[src/rtl/sad_pkg.sv]
`timescale 1ns/1ps
package sad_pkg;

    localparam int DEF_LANE_W = 8;
    localparam int DEF_LANES  = 8;
    localparam int DEF_HALVES = 2;
    localparam int DEF_WORD_W = 16;
    localparam int PIPE_DEPTH = 3;

    typedef enum logic {
        MODE_NARROW = 1'b0,
        MODE_WIDE   = 1'b1
    } width_mode_e;

    // Bits needed to hold lanes * (2**lane_w - 1) without wrap.
    function automatic int total_width(input int lanes, input int lane_w);
        int top_val;
        int bits;
        top_val = lanes * ((1 << lane_w) - 1);
        bits = 0;
        while ((1 << bits) <= top_val) bits++;
        return bits;
    endfunction

    function automatic int max_total(input int lanes, input int lane_w);
        return lanes * ((1 << lane_w) - 1);
    endfunction

endpackage

[src/rtl/sad_lane_absdiff.sv]
`timescale 1ns/1ps
module sad_lane_absdiff #(
    parameter int LANE_W = 8
) (
    input  logic              lane_en,
    input  logic [LANE_W-1:0] x,
    input  logic [LANE_W-1:0] y,
    output logic [LANE_W-1:0] mag
);
    always_comb begin
        if (!lane_en)
            mag = '0;
        else if (x >= y)
            mag = x - y;
        else
            mag = y - x;
    end
endmodule

[src/rtl/sad_pipe_ctrl.sv]
`timescale 1ns/1ps
module sad_pipe_ctrl #(
    parameter int STAGES = 3
) (
    input  logic clk,
    input  logic rst,
    input  logic in_valid,
    input  logic out_ready,
    output logic advance,
    output logic out_valid
);
    logic [STAGES-1:0] occ_q;

    // Whole pipe moves together; it only freezes when the last stage
    // holds a result the consumer has not taken.
    assign advance   = !occ_q[STAGES-1] || out_ready;
    assign out_valid = occ_q[STAGES-1];

    always_ff @(posedge clk) begin
        if (rst)
            occ_q <= '0;
        else if (advance)
            occ_q <= {occ_q[STAGES-2:0], in_valid};
    end
endmodule

[src/rtl/sad_half_path.sv]
`timescale 1ns/1ps
module sad_half_path #(
    parameter int LANE_W = 8,
    parameter int LANES  = 8,
    parameter int WORD_W = 16,
    localparam int HALF_W = LANE_W * LANES,
    localparam int PAIRS  = LANES / 2,
    localparam int PAIR_W = LANE_W + 1,
    localparam int SUM_W  = sad_pkg::total_width(LANES, LANE_W)
) (
    input  logic              clk,
    input  logic              rst,
    input  logic              advance,
    input  logic              half_en,
    input  logic [HALF_W-1:0] src_x,
    input  logic [HALF_W-1:0] src_y,
    output logic [HALF_W-1:0] word_out
);
    logic [LANES-1:0][LANE_W-1:0] mag_d, mag_q;
    logic [PAIRS-1:0][PAIR_W-1:0] pair_d, pair_q;
    logic [SUM_W-1:0]             total_d;
    logic [HALF_W-1:0]            word_q;

    // Stage 1: per-lane magnitude
    for (genvar l = 0; l < LANES; l++) begin : g_lane
        sad_lane_absdiff #(.LANE_W(LANE_W)) u_lane (
            .lane_en (half_en),
            .x       (src_x[l*LANE_W +: LANE_W]),
            .y       (src_y[l*LANE_W +: LANE_W]),
            .mag     (mag_d[l])
        );
    end

    // Stage 2: neighbouring lanes added in pairs
    for (genvar p = 0; p < PAIRS; p++) begin : g_pair
        assign pair_d[p] = PAIR_W'(mag_q[2*p]) + PAIR_W'(mag_q[2*p+1]);
    end

    // Stage 3: pair sums folded into one total
    always_comb begin
        total_d = '0;
        for (int p = 0; p < PAIRS; p++)
            total_d = total_d + SUM_W'(pair_q[p]);
    end

    always_ff @(posedge clk) begin
        if (rst) begin
            mag_q  <= '0;
            pair_q <= '0;
            word_q <= '0;
        end else if (advance) begin
            mag_q  <= mag_d;
            pair_q <= pair_d;
            word_q <= HALF_W'(total_d);
        end
    end

    assign word_out = word_q;
endmodule

[src/rtl/sad_unit.sv]
`timescale 1ns/1ps
module sad_unit #(
    parameter int LANE_W = sad_pkg::DEF_LANE_W,
    parameter int LANES  = sad_pkg::DEF_LANES,
    parameter int HALVES = sad_pkg::DEF_HALVES,
    parameter int WORD_W = sad_pkg::DEF_WORD_W,
    localparam int HALF_W = LANE_W * LANES,
    localparam int DATA_W = HALF_W * HALVES
) (
    input  logic              clk,
    input  logic              rst,
    input  logic              in_valid,
    output logic              in_ready,
    input  logic              in_wide,
    input  logic [DATA_W-1:0] op_a,
    input  logic [DATA_W-1:0] op_b,
    output logic              out_valid,
    input  logic              out_ready,
    output logic [DATA_W-1:0] result
);
    import sad_pkg::*;

    logic        advance;
    width_mode_e mode;

    assign mode = width_mode_e'(in_wide);

    sad_pipe_ctrl #(.STAGES(PIPE_DEPTH)) u_ctrl (
        .clk       (clk),
        .rst       (rst),
        .in_valid  (in_valid),
        .out_ready (out_ready),
        .advance   (advance),
        .out_valid (out_valid)
    );

    assign in_ready = advance;

    for (genvar h = 0; h < HALVES; h++) begin : g_half
        logic en;
        if (h == 0) begin : g_base
            assign en = 1'b1;
        end else begin : g_ext
            assign en = (mode == MODE_WIDE);
        end

        sad_half_path #(
            .LANE_W (LANE_W),
            .LANES  (LANES),
            .WORD_W (WORD_W)
        ) u_path (
            .clk      (clk),
            .rst      (rst),
            .advance  (advance),
            .half_en  (en),
            .src_x    (op_a[h*HALF_W +: HALF_W]),
            .src_y    (op_b[h*HALF_W +: HALF_W]),
            .word_out (result[h*HALF_W +: HALF_W])
        );
    end
endmodule

[config.mk]
export PLATFORM = sky130hd
export DESIGN_NAME = sad_unit
export DESIGN_NICKNAME = d
export VERILOG_FILES = /design/src/rtl/sad_pkg.sv /design/src/rtl/sad_lane_absdiff.sv /design/src/rtl/sad_pipe_ctrl.sv /design/src/rtl/sad_half_path.sv /design/src/rtl/sad_unit.sv
export SDC_FILE = /design/constraint.sdc
export NUM_CORES = 1
export LEC_CHECK = 0
export BUFFER_PORTS_ARGS = -buffer_cell sky130_fd_sc_hd__buf_2
export CELL_PAD_IN_SITES_DETAIL_PLACEMENT = 1
export CELL_PAD_IN_SITES_GLOBAL_PLACEMENT = 1
export CORE_MARGIN = 4
export CORE_UTILIZATION = 45
export CTS_CLUSTER_SIZE = 28
export DETAILED_ROUTE_END_ITERATION = 8
export GPL_TIMING_DRIVEN = 1
export PLACE_DENSITY = 0.9
export SYNTH_ARGS = -nofsm -noshare
export SYNTH_HDL_FRONTEND = slang
export SYNTH_HIERARCHICAL = 1
export SYNTH_SLANG_ARGS = --single-unit
[constraint.sdc]
create_clock -name clk -period 3.4 [get_ports clk]
set_input_delay 0.34 -clock clk [delete_from_list [all_inputs] [get_ports clk]]
set_output_delay 0.34 -clock clk [all_outputs]
set_load 0.02 [all_outputs]
==> results.toml <==
[placement]
routabilityCongestion = 0.876
place.port_buffers = 284
place_hpwl_mm = 61.0

[synthesis]
synthXorXnorAreaFrac_pct = 0.331
synth_cell_type_count = 69
synthesis.instances = 3102
ys_ff_latch = 225
simple_logic_cell_fraction_of_the_synthesized_area_pct = 16.9
synth.top_cell.area_share_pct = 17.0
post_syn_area_um2 = 26500
yosys_warnings = 6
synth_flop_cell = "dfxtp_1"
combinational_family_with_the_most_area_after_synthesis = "compound AO/OA/AOI/OAI gates"
ys_seq_area_share_pct = 17.0
netlist.top_cell.by_area = "dfxtp_1"
synth-edff-count = 0
yosys-mux-area-fraction_pct = 7.19
syn_area_per_cell_um2 = 8.53
synth_adder_area_share_pct = 21.1
synth_top_cells_by_area = "dfxtp_1 (17%), ha_1 (15%), mux2i_1 (7.2%)"
fraction_of_the_mapped_netlist_area_in_compound_gates_pct = 25.3
synth_async_sr_flop_share_pct = 0

[sta]
setup_violations = 0
period_share_pct = 97.1
slew_headroom_pct = 46.0
timing.clock.skew_ns = 0.00871
worstMarginPinSlew_ns = 0.800
grt_setup_unrepaired = "yes"
finalHoldViolations = 0
final-max-slew-violation-count = 0
fmaxAchievable_mhz = 303
layout_min_cycle_time_ns = 3.30

[power]
p_leak_nw = 14.6
power_per_cell_area_nw_per_um2 = 397
ir_worst_vdd_mv = 0.360
design_power_total_mw = 11.4

[final_layout]
n_fill_cell = 7097
syn2layout_area_growth_pct = 8.93
multi_input_comb_area_um2 = 19300
mostFrequentLayoutCells = "inv_1 (392), ha_1 (322), nor2_1 (320), buf_2 (283), dfxtp_1 (225)"
drive_gt1_share_pct = 17.0
layout_commonest_cell = "inv_1"
layout.nets = 3987
utilization_pct = 49.7
area.sequential_um2 = 4500

[critical_path]
timing.reg2reg.worst_path_depth = 10
crit_arrival_ns = 3.74
timing.critical_path.from_type = "flip-flop"
path_class = "flip-flop to flip-flop"
timing.critical_path.to_type = "flip-flop"
critical_path_peak_fanout = 5
reg2reg_setup_slack_ns = 0.1
req_time_crit_path_ns = 3.84
r2r_start = "g_half[0].u_path/pair_q[3]"
reg2reg_to = "g_half[0].u_path/word_out[8]"

[floorplan]
dieWidth_um = 250
die_y_um = 250
ioPinCount = 391
design.core.area_um2 = 57900
floorplan.initialDensity_pct = 45.7
die_area_um2 = 62700
floorplan.rows = 88

[clock_network]
worst_setup_hold_path_clk_slew_ns = 0.06
clock_buffer_count_from_cts = 29
number_of_post_cts_setup_repair_buffers = 0
clk_root_buf = "clkbuf_16"
htree_num_levels = 1
clock_latency_of_the_later_clocked_register_in_the_worst_skew_pair_ns = 0.56
cts.sinks = 225
clk_path_buf_depth = 3
tritoncts = "done"

[routing]
route.final.wire_length_mm = 76.5
drt_first_pass_iters = 7
detail-route-antenna-nets = 0
drc_errors = 0
vias = 23700
drt_iter0_markers = 1081
wire_per_inst_um = 18.6
vias_per_cell = 5.76

[global_routing]
grt_pass1_wl_mm = 124
grt_start_max_net_pins = 122
remaining_overflow_grt = 0
total_routing_resource_utilization_after_global_routing_pct = 23.1
vias_in_the_first_global_route = 24500
antenna_violations_before_repair = 14

[worst_hold_path]
whs_endpoint = "u_ctrl/occ_q[0]"
holdCritStartpoint = "in_valid"
holdPathStages = 3
worst_hold_path_type = "input port to flip-flop"

[status]
status = "finished, final reports clean"

[flow_run]
max_cap_viol_count = 0
[worst max-delay path by stage]
stage | from | endpoint | slack [ns]
global route | g_half[0].u_path/pair_q[1] | g_half[0].u_path/word_out[9] | -0.04
CTS | g_half[0].u_path/pair_q[1] | g_half[0].u_path/word_out[9] | 0.04
floorplan | g_half[0].u_path/pair_q[2] | g_half[0].u_path/word_out[8] | 0.31
detailed placement | g_half[0].u_path/pair_q[1] | g_half[0].u_path/word_out[9] | 0.05
global placement | g_half[0].u_path/pair_q[2] | g_half[0].u_path/word_out[8] | 0.19
finish | g_half[0].u_path/pair_q[3] | g_half[0].u_path/word_out[8] | 0.1
[stage by stage]
stage,TNS (ns),area [um^2],setup slack (ns),hold WS [ns],std cells
floorplan,0,26900,0.312,0.402,3229
global placement,0,27800,0.185,0.442,4060
detailed placement,0,27800,0.0516,0.448,4060
CTS,0,28800,0.0353,0.0199,4110
global route,-0.0426,28800,-0.0426,0.0516,4114
finish,0,28800,0.0991,0.0522,4121
[critical path, stage by stage (launching register included)]
cell	delay [ns]
dfxtp_1	0.34
inv_1	0.06
fa_1	0.54
inv_1	0.06
fa_1	0.46
ha_1	0.39
o21ai_2	0.17
nor2_2	0.07
o41a_1	0.42
nor4bb_1	0.16
or4_1	0.51
[synthesized netlist by cell type, types with 29 or more instances]
cell type	number
nor3b_1	30
buf_2	30
a211oi_1	66
or3_1	44
nand3_1	37
inv_1	393
a221oi_1	96
nor2_1	321
nand4_1	52
mux2i_1	190
dfxtp_1	225
ha_1	324
buf_4	122
a21oi_1	204
clkbuf_1	33
a211o_1	33
nand3b_1	32
a21oi_2	49
o22a_1	96
o21ai_0	92
a21o_1	29
fa_1	76
nand2_1	111
a31oi_2	32
buf_6	43
[flip-flops by register name, indices dropped and copies added (netlist names)]
name	flops
g_half.u_path/mag_q	128
g_half.u_path/pair_q	72
g_half.u_path/word_out	22
u_ctrl/occ_q	3
[report_power, final]
| group | internal [mW] | total, mW | leakage (nW) | switching [mW] |
|---|---|---|---|---|
| clock | 1.97 | 3.22 | 0.488 | 1.25 |
| sequential | 2.99 | 3.25 | 1.86 | 0.255 |
| combinational | 2.02 | 4.97 | 12.3 | 2.95 |
| total | 6.98 | 11.4 | 14.6 | 4.46 |
[layer usage]
| metal | global-route usage (%) | share of wire, % | vias up | routed length [um] |
|---|---|---|---|---|
| li1 | - | - | 11500 | - |
| met1 | 29.6 | 44 | 11700 | 33700 |
| met2 | 41.5 | 49 | 476 | 37700 |
| met3 | 3.00 | 4.3 | 116 | 3260 |
| met4 | 4.93 | 2.2 | 10 | 1700 |
| met5 | 0 | 0.068 | - | 52 |
[cell type report]
type	count	share of cell area [%]
Antenna cell	11	0.0955
Clock inverter	12	0.608
Sequential cell	225	15.6
Clock buffer	38	2.81
Tap cell	765	3.32
Timing Repair Buffer	301	5.54
Inverter	394	5.16
Multi-Input combinational cell	2375	66.8
[kinds of logic (layout without fill, tap and decap cells)]
logic type	Yosys count	count (layout)
xor gates and xnor gates	10	10
AOI/OAI and AO/OA	860	860
and+or+nand+nor	785	785
other	3	141
DFF	225	225
muxes	190	190
buffers and inverters	629	745
adders and majority gates	400	400
[repair_timing]
action	in CTS	in global routing
resized for setup	0	9
hold buffers	0	0
hold endpoints to repair	0	0
setup endpoints to repair	0	3
(Power assumes the default switching activity.)
